==> config.mk <==
export PLATFORM = sky130hd
export DESIGN_NAME = i2cseq_top
export DESIGN_NICKNAME = d
export VERILOG_FILES = /design/src/rtl/i2cseq_pkg.sv /design/src/rtl/i2cseq_fifo.sv /design/src/rtl/i2cseq_issue.sv /design/src/rtl/i2cseq_flags.sv /design/src/rtl/i2cseq_top.sv
export SDC_FILE = /design/constraint.sdc
export NUM_CORES = 1
export LEC_CHECK = 0
export BUFFER_PORTS_ARGS = -buffer_cell sky130_fd_sc_hd__buf_4
export CORE_ASPECT_RATIO = 0.8
export CORE_UTILIZATION = 59
export DETAILED_ROUTE_END_ITERATION = 8
export HOLD_SLACK_MARGIN = 0.1
export PLACE_DENSITY = 0.87
export REMOVE_ABC_BUFFERS = 1
export SETUP_SLACK_MARGIN = 0.3
export SLEW_MARGIN = 20
export SYNTH_ARGS = -nofsm -noshare
export SYNTH_HDL_FRONTEND = slang
export SYNTH_SLANG_ARGS = --single-unit
==> constraint.sdc <==
create_clock -name clk -period 4 [get_ports clk]
set_input_delay 0.6 -clock clk [delete_from_list [all_inputs] [get_ports clk]]
set_output_delay 0.6 -clock clk [all_outputs]
set_load 0.01 [all_outputs]
==> src/rtl/i2cseq_pkg.sv <==
`timescale 1ns/1ps
package i2cseq_pkg;
  // Command word layout: the field order is what decoders depend on.
  typedef struct packed {
    logic       rstart;  // [10] repeated START before byte
    logic       stop;    // [9]  STOP after byte
    logic       rd;      // [8]  receive one byte
    logic [7:0] dat;     // [7:0] transmit byte
  } cmd_word_t;

  localparam int CMD_W = $bits(cmd_word_t);

  typedef enum logic {
    SQ_IDLE = 1'b0,
    SQ_BUSY = 1'b1
  } sq_state_e;
endpackage

==> src/rtl/i2cseq_fifo.sv <==
`timescale 1ns/1ps
module i2cseq_fifo #(
  parameter int WIDTH = 8,
  parameter int DEPTH = 8,
  localparam int LW   = $clog2(DEPTH + 1)
) (
  input  logic             clk,
  input  logic             rst_n,
  input  logic             flush,
  input  logic             wr_en,
  input  logic [WIDTH-1:0] wr_data,
  input  logic             rd_en,
  output logic [WIDTH-1:0] rd_data,
  output logic [LW-1:0]    level,
  output logic             full,
  output logic             empty
);
  localparam int PW = (DEPTH > 1) ? $clog2(DEPTH) : 1;

  logic [WIDTH-1:0] mem [DEPTH];
  logic [PW-1:0]    wr_ptr, rd_ptr;
  logic [LW-1:0]    count;

  function automatic logic [PW-1:0] ptr_inc(input logic [PW-1:0] p);
    return (p == PW'(DEPTH - 1)) ? '0 : p + PW'(1);
  endfunction

  always_ff @(posedge clk or negedge rst_n) begin
    if (!rst_n) begin
      wr_ptr <= '0;
      rd_ptr <= '0;
      count  <= '0;
    end else if (flush) begin
      wr_ptr <= '0;
      rd_ptr <= '0;
      count  <= '0;
    end else begin
      if (wr_en) wr_ptr <= ptr_inc(wr_ptr);
      if (rd_en) rd_ptr <= ptr_inc(rd_ptr);
      case ({wr_en, rd_en})
        2'b10:   count <= count + LW'(1);
        2'b01:   count <= count - LW'(1);
        default: count <= count;
      endcase
    end
  end

  always_ff @(posedge clk) begin
    if (wr_en && !flush) mem[wr_ptr] <= wr_data;
  end

  assign rd_data = mem[rd_ptr];
  assign level   = count;
  assign full    = (count == LW'(DEPTH));
  assign empty   = (count == '0);

  // The surrounding logic must never push into a full FIFO.
  p_no_overflow_r9: assert property (@(posedge clk) disable iff (!rst_n)
    wr_en |-> !full);
  // The surrounding logic must never pop an empty FIFO.
  p_no_underflow_r10: assert property (@(posedge clk) disable iff (!rst_n)
    rd_en |-> !empty);
  // The level never exceeds the depth.
  p_level_bound_r6: assert property (@(posedge clk) disable iff (!rst_n)
    count <= LW'(DEPTH));
endmodule

==> src/rtl/i2cseq_issue.sv <==
`timescale 1ns/1ps
module i2cseq_issue
  import i2cseq_pkg::*;
(
  input  logic      clk,
  input  logic      rst_n,
  input  logic      abort,
  input  cmd_word_t cmd_head,
  input  logic      cmd_empty,
  output logic      cmd_pop,
  input  logic      rx_full,
  output logic      rx_push,
  output logic      eng_req,
  output logic      eng_rd,
  output logic [7:0] eng_wdata,
  output logic      eng_stop,
  output logic      eng_rstart,
  input  logic      eng_ack,
  output logic      bus_hold
);
  sq_state_e state;
  cmd_word_t cur;
  logic      bus_active;
  logic      launch;

  // A receive waits for room so its byte can always be stored.
  assign launch  = (state == SQ_IDLE) && !cmd_empty && !abort &&
                   !(cmd_head.rd && rx_full);
  assign cmd_pop = launch;
  assign rx_push = (state == SQ_BUSY) && eng_ack && cur.rd && !abort;

  always_ff @(posedge clk or negedge rst_n) begin
    if (!rst_n) begin
      state      <= SQ_IDLE;
      cur        <= '0;
      bus_active <= 1'b0;
    end else if (abort) begin
      state      <= SQ_IDLE;
      bus_active <= 1'b0;
    end else begin
      case (state)
        SQ_IDLE: if (launch) begin
          state      <= SQ_BUSY;
          bus_active <= 1'b1;
          cur.rstart <= cmd_head.rstart;
          cur.stop   <= cmd_head.stop;
          cur.rd     <= cmd_head.rd;
          cur.dat    <= cmd_head.rd ? 8'h00 : cmd_head.dat;
        end
        SQ_BUSY: if (eng_ack) begin
          state <= SQ_IDLE;
          if (cur.stop) bus_active <= 1'b0;
        end
        default: state <= SQ_IDLE;
      endcase
    end
  end

  assign eng_req    = (state == SQ_BUSY);
  assign eng_rd     = cur.rd;
  assign eng_wdata  = cur.dat;
  assign eng_stop   = cur.stop;
  assign eng_rstart = cur.rstart;
  assign bus_hold   = bus_active && (state == SQ_IDLE) && cmd_empty;

  // An outstanding request and its fields hold until acknowledged.
  p_req_stable_r2: assert property (@(posedge clk) disable iff (!rst_n)
    eng_req && !eng_ack && !abort |=>
      eng_req && $stable({eng_rd, eng_wdata, eng_stop, eng_rstart}));
  // A STOP byte acknowledged releases the bus.
  p_stop_release_r4: assert property (@(posedge clk) disable iff (!rst_n)
    eng_req && eng_ack && eng_stop && !abort |=> !bus_hold);
  // Received bytes only arrive when the receive FIFO has room.
  p_read_room_r13: assert property (@(posedge clk) disable iff (!rst_n)
    rx_push |-> !rx_full);
endmodule

==> src/rtl/i2cseq_flags.sv <==
`timescale 1ns/1ps
module i2cseq_flags #(
  parameter int TX_LW = 4,
  parameter int RX_LW = 4
) (
  input  logic             clk,
  input  logic             rst_n,
  input  logic [TX_LW-1:0] tx_level,
  input  logic [TX_LW-1:0] tx_thresh,
  input  logic [RX_LW-1:0] rx_level,
  input  logic [RX_LW-1:0] rx_thresh,
  input  logic             wr_drop,
  input  logic             rd_drop,
  output logic             tx_below_thr,
  output logic             rx_above_thr,
  output logic             tx_over,
  output logic             rx_under
);
  assign tx_below_thr = (tx_level <= tx_thresh);
  assign rx_above_thr = (rx_level >  rx_thresh);

  always_ff @(posedge clk or negedge rst_n) begin
    if (!rst_n) begin
      tx_over  <= 1'b0;
      rx_under <= 1'b0;
    end else begin
      tx_over  <= wr_drop;
      rx_under <= rd_drop;
    end
  end
endmodule

==> src/rtl/i2cseq_top.sv <==
`timescale 1ns/1ps
module i2cseq_top
  import i2cseq_pkg::*;
#(
  parameter int  TX_DEPTH = 8,
  parameter int  RX_DEPTH = 8,
  localparam int TX_LW    = $clog2(TX_DEPTH + 1),
  localparam int RX_LW    = $clog2(RX_DEPTH + 1)
) (
  input  logic             clk,
  input  logic             rst_n,
  input  logic             cmd_valid,
  output logic             cmd_ready,
  input  logic [10:0]      cmd_data,
  output logic             rx_valid,
  input  logic             rx_ready,
  output logic [7:0]       rx_data,
  input  logic [TX_LW-1:0] tx_thresh,
  input  logic [RX_LW-1:0] rx_thresh,
  output logic [TX_LW-1:0] tx_level,
  output logic [RX_LW-1:0] rx_level,
  output logic             tx_below_thr,
  output logic             rx_above_thr,
  output logic             tx_over,
  output logic             rx_under,
  input  logic             abort,
  output logic             eng_req,
  output logic             eng_rd,
  output logic [7:0]       eng_wdata,
  output logic             eng_stop,
  output logic             eng_rstart,
  input  logic             eng_ack,
  input  logic [7:0]       eng_rdata,
  output logic             bus_hold
);
  logic             cmd_full, cmd_empty, cmd_push, cmd_pop;
  logic [CMD_W-1:0] cmd_head_raw;
  cmd_word_t        cmd_head;
  logic             rx_full, rx_empty, rx_push, rx_pop;
  logic [7:0]       rx_head;
  logic             wr_drop, rd_drop;

  assign cmd_ready = !cmd_full && !abort;
  assign cmd_push  = cmd_valid && cmd_ready;
  assign wr_drop   = cmd_valid && cmd_full && !abort;
  assign cmd_head  = cmd_word_t'(cmd_head_raw);

  assign rx_valid  = !rx_empty;
  assign rx_data   = rx_empty ? 8'h00 : rx_head;
  assign rx_pop    = rx_ready && !rx_empty && !abort;
  assign rd_drop   = rx_ready && rx_empty && !abort;

  i2cseq_fifo #(.WIDTH(CMD_W), .DEPTH(TX_DEPTH)) u_cmd_fifo (
    .clk, .rst_n, .flush(abort),
    .wr_en(cmd_push), .wr_data(cmd_data),
    .rd_en(cmd_pop),  .rd_data(cmd_head_raw),
    .level(tx_level), .full(cmd_full), .empty(cmd_empty)
  );

  i2cseq_fifo #(.WIDTH(8), .DEPTH(RX_DEPTH)) u_rx_fifo (
    .clk, .rst_n, .flush(abort),
    .wr_en(rx_push), .wr_data(eng_rdata),
    .rd_en(rx_pop),  .rd_data(rx_head),
    .level(rx_level), .full(rx_full), .empty(rx_empty)
  );

  i2cseq_issue u_issue (
    .clk, .rst_n, .abort,
    .cmd_head, .cmd_empty, .cmd_pop,
    .rx_full, .rx_push,
    .eng_req, .eng_rd, .eng_wdata, .eng_stop, .eng_rstart, .eng_ack,
    .bus_hold
  );

  i2cseq_flags #(.TX_LW(TX_LW), .RX_LW(RX_LW)) u_flags (
    .clk, .rst_n,
    .tx_level, .tx_thresh, .rx_level, .rx_thresh,
    .wr_drop, .rd_drop,
    .tx_below_thr, .rx_above_thr, .tx_over, .rx_under
  );

  // Abort empties both FIFOs and cancels the request.
  p_abort_flush_r11: assert property (@(posedge clk) disable iff (!rst_n)
    abort |=> (tx_level == '0) && (rx_level == '0) && !eng_req);
  // A refused word is reported on the next cycle.
  p_drop_flag_r9: assert property (@(posedge clk) disable iff (!rst_n)
    cmd_valid && !cmd_ready && !abort |=> tx_over);
  // A read of an empty receive FIFO is reported.
  p_under_flag_r10: assert property (@(posedge clk) disable iff (!rst_n)
    rx_ready && !rx_valid && !abort |=> rx_under);
endmodule

==> metrics.yaml <==
status:
  outcome: "completed"
placed_design:
  io_buffers: 67
  gp_congestion: 0.861
  dp.cells: 729
  pre_cts_slack_ns: 0.771
  hpwl_um: 10600
critical_path:
  start_kind: "flop"
  critPathKind: "reg2reg"
  required_ns: 4.35
  worstPathArrival_ns: 3.61
  end_kind: "flop"
  crit_start: "u_rx_fifo.level[1]$_DFFE_PN0P_"
  r2r-start: "u_rx_fifo.level[1]$_DFFE_PN0P_"
  cp_max_fo: 10
clock_network:
  numCtsBuffers: 17
  post-cts-setup-buffers: 0
  cts_sinks: 187
  htree_levels: 4
  cts.clk_slew.worst_paths_ns: 0.07
  cts-hold-fix-buffers: 0
  cts_tree: "yes"
  clk_path_buf_depth: 2
  cts-root-buf: "clkbuf_16"
  clkLatencyLatePin_ns: 0.43
  ctsResizeCount: 0
floorplan:
  die-area_mm2: 0.0140
  chipHeight_um: 106
  fp.dieW_um: 132
  start_util_pct: 61.3
  rows: 37
  core_area_mm2: 0.0131
  io_pins: 68
pwr:
  p_sw_share_pct: 28.6
  peakVddDrop_mv: 0.444
  seq_power_share_pct: 45.7
  intPower_mw: 3.68
  power_frac_clock_pct: 31.0
  switchingPower_mw: 1.48
  p_per_area_mw_per_mm2: 555
  p_leak_nw: 3.39
  p_comb_share_pct: 23.3
final_layout:
  nFillCells: 823
  final_cell_mix: "edfxtp_1 (152), buf_4 (82), nor2_1 (38), mux4_2 (36), dfrtp_1 (35)"
  layout_commonest_cell: "edfxtp_1"
  nets: 625
  antenna_cells: 0
  layout-drive-gt1-share_pct: 28.8
  fin_cells: 761
  area.growth.synth_to_final_pct: 16.3
  final_core_util_pct: 71.3
global_route:
  grt_pass1_wl_um: 26300
  grt_max_degree: 36
  groute.usage.overall_pct: 25.9
  antenna_found_initial: 0
  grt_pass1_vias: 4842
  grt-ovfl-total: 0
yosys:
  yosys.area_share.simple_pct: 8.21
  synthArstFlopShare_pct: 18.7
  synth_seq_cells: 187
  syn_area_mm2: 0.00800
  synth-seq-area-share_pct: 68.0
  synth-xor-area-share_pct: 0.766
  muxShareOfSynthArea_pct: 13.7
  synthCells: 496
  synth.distinct_cells: 54
  synth_top_family_by_area: "multiplexers"
  synth_ff_type: "edfxtp_1"
  synth_edf_count: 152
  synth_fa_ha_area_share_pct: 2.97
  synth_compound_area_share_pct: 4.39
  yosysWarnings: 0
  syn_avg_cell_area_um2: 16.1
sta:
  worst_pin_slew_ns: 0.981
  rsz0062_at_grt: "false"
  max_slew_margin_pct: 33.7
  layout_setup_ws_ns: 0.734
  period_share_pct: 81.6
  period_needed_ns: 3.27
  setup_viol: 0
  holdWs_ns: 0.138
  drv_slew: 0
  worst_clock_skew_ns: 0.00884
  hold_violations: 0
  max_freq_ghz: 0.306
detailed_routing:
  drt_iter0_drc: 414
  drc_errors: 0
  vias: 4621
  wirelength_um: 16700
  avgViaCountPerCell: 6.07
  first_pass_iters: 5
  ant_nets: 0
  wire_per_inst_um: 22.0
flow_run:
  cap_violations: 0
hold_path:
  hold_class: "in2async"
==> through the flow <==
stage               power (mW)  instance area (um^2)  setup TNS, ns
global route              5.38                  9300              0
global placement          3.56                  8740              0
detailed placement        3.59                  8740              0
CTS                       5.18                  9300              0
finish                    5.16                  9300              0
floorplan                 3.13                  7890        -0.0748
==> sequential cells by signal, summed over array words and instances, names as in the netlist <==
name and flops:
u_rx_fifo.rd_ptr 3, u_cmd_fifo.mem 88, u_flags.rx_under 1, u_issue.bus_active 1, u_issue.eng_req 1, u_cmd_fifo.wr_ptr 3, u_rx_fifo.level 4, u_issue.eng_wdata 8
u_rx_fifo.wr_ptr 3, u_rx_fifo.mem 64, u_cmd_fifo.rd_ptr 3, u_flags.tx_over 1, u_cmd_fifo.level 4, u_issue.eng_rstart 1, u_issue.eng_rd 1, u_issue.eng_stop 1
==> per-layer routing <==
layer  GRT usage (%)  part of all wire, %  vias to the layer above
met1            34.7                   42                     2362
met4            9.52                  1.4                        0
li1                -                    -                     2086
met2            42.3                   51                      152
met5               0                    0                        -
met3            6.10                  6.0                       21
==> power by group through the flow <==
| stage | Clock, mW | Combinational, mW | Sequential (mW) |
|---|---|---|---|
| after floorplan | 0 | 0.685 | 2.45 |
| after global placement | 0 | 1.17 | 2.38 |
| after detailed placement | 0 | 1.19 | 2.40 |
| after CTS | 1.62 | 1.21 | 2.35 |
| after global routing | 1.69 | 1.32 | 2.37 |
| final | 1.60 | 1.20 | 2.36 |
==> worst max-delay path, stage by stage, from the launching register on <==
cell and delay, ns:
dfrtp_1 0.50, or4b_4 0.61, o31a_1 0.33, and2_1 0.19, xor2_1 0.14, ha_1 0.23
nand2b_1 0.14, or4_1 0.40, or3_1 0.32, a41o_1 0.27, o211ai_2 0.06
==> final timing paths <==
path                                                    end  cells after the start  slack (ns)
hold reg to reg            u_issue.eng_wdata[1]$_DFFE_PN0P_                      2        0.53
max in group asynchronous    u_rx_fifo.level[3]$_DFFE_PN0P_                      1        3.49
min in group clk             u_cmd_fifo.mem[7][3]$_DFFE_PP_                      1        0.40
setup reg to reg            u_cmd_fifo.level[2]$_DFFE_PN0P_                     10        0.73
hold / removal               u_issue.eng_rstart$_DFFE_PN0P_                      1        0.14
setup / recovery            u_cmd_fifo.level[2]$_DFFE_PN0P_                     10        0.73
==> cell families (layout without fill, tap and decap cells) <==
| group | after synthesis | in the layout |
|---|---|---|
| AND/OR/NAND/NOR | 132 | 132 |
| flip-flops | 187 | 187 |
| adder cells (fa/ha/maj) | 19 | 19 |
| AO/OA/AOI/OAI | 50 | 50 |
| XOR/XNOR | 7 | 7 |
| buffers and inverters | 38 | 128 |
| multiplexers | 63 | 63 |
==> final cells by class <==
class                           count  area (um^2)  share of cell area [%]
Clock buffer                       18          429                    4.61
Sequential cell                   187         5440                    58.5
Tap cell                          175          219                    2.35
Multi-Input combinational cell    271         2410                    25.9
Timing Repair Buffer               82          616                    6.62
Inverter                           14         52.6                   0.565
Clock inverter                     14          134                    1.44
==> Yosys cell counts (all sizes together) (2+ instances only) <==
cell type	count	area (um^2)
mux2	10	113
and3	2	12.5
a31o	3	26.3
ha	19	238
nand2b	11	68.8
nand3	12	60.1
xnor2	4	35.0
nor4	2	18.8
and2	3	18.8
a41o	2	20.0
edfxtp	152	4560
buf	10	55.1
nor2	38	143
dfrtp	35	876
a31oi	4	25.0
clkbuf	14	52.6
or4b	2	23.8
a21oi	9	45.0
a22oi	2	15.0
or3	2	12.5
o2111ai	2	17.5
xor2	3	26.3
mux4	36	811
o21a	2	15.0
mux2i	17	170
or4	3	22.5
nor2b	5	31.3
nand2	31	116
nor3	13	65.1
a22o	2	17.5
inv	14	52.6
o21ai	12	60.1
nor3b	3	22.5
Power figures use the tool's default switching activity.
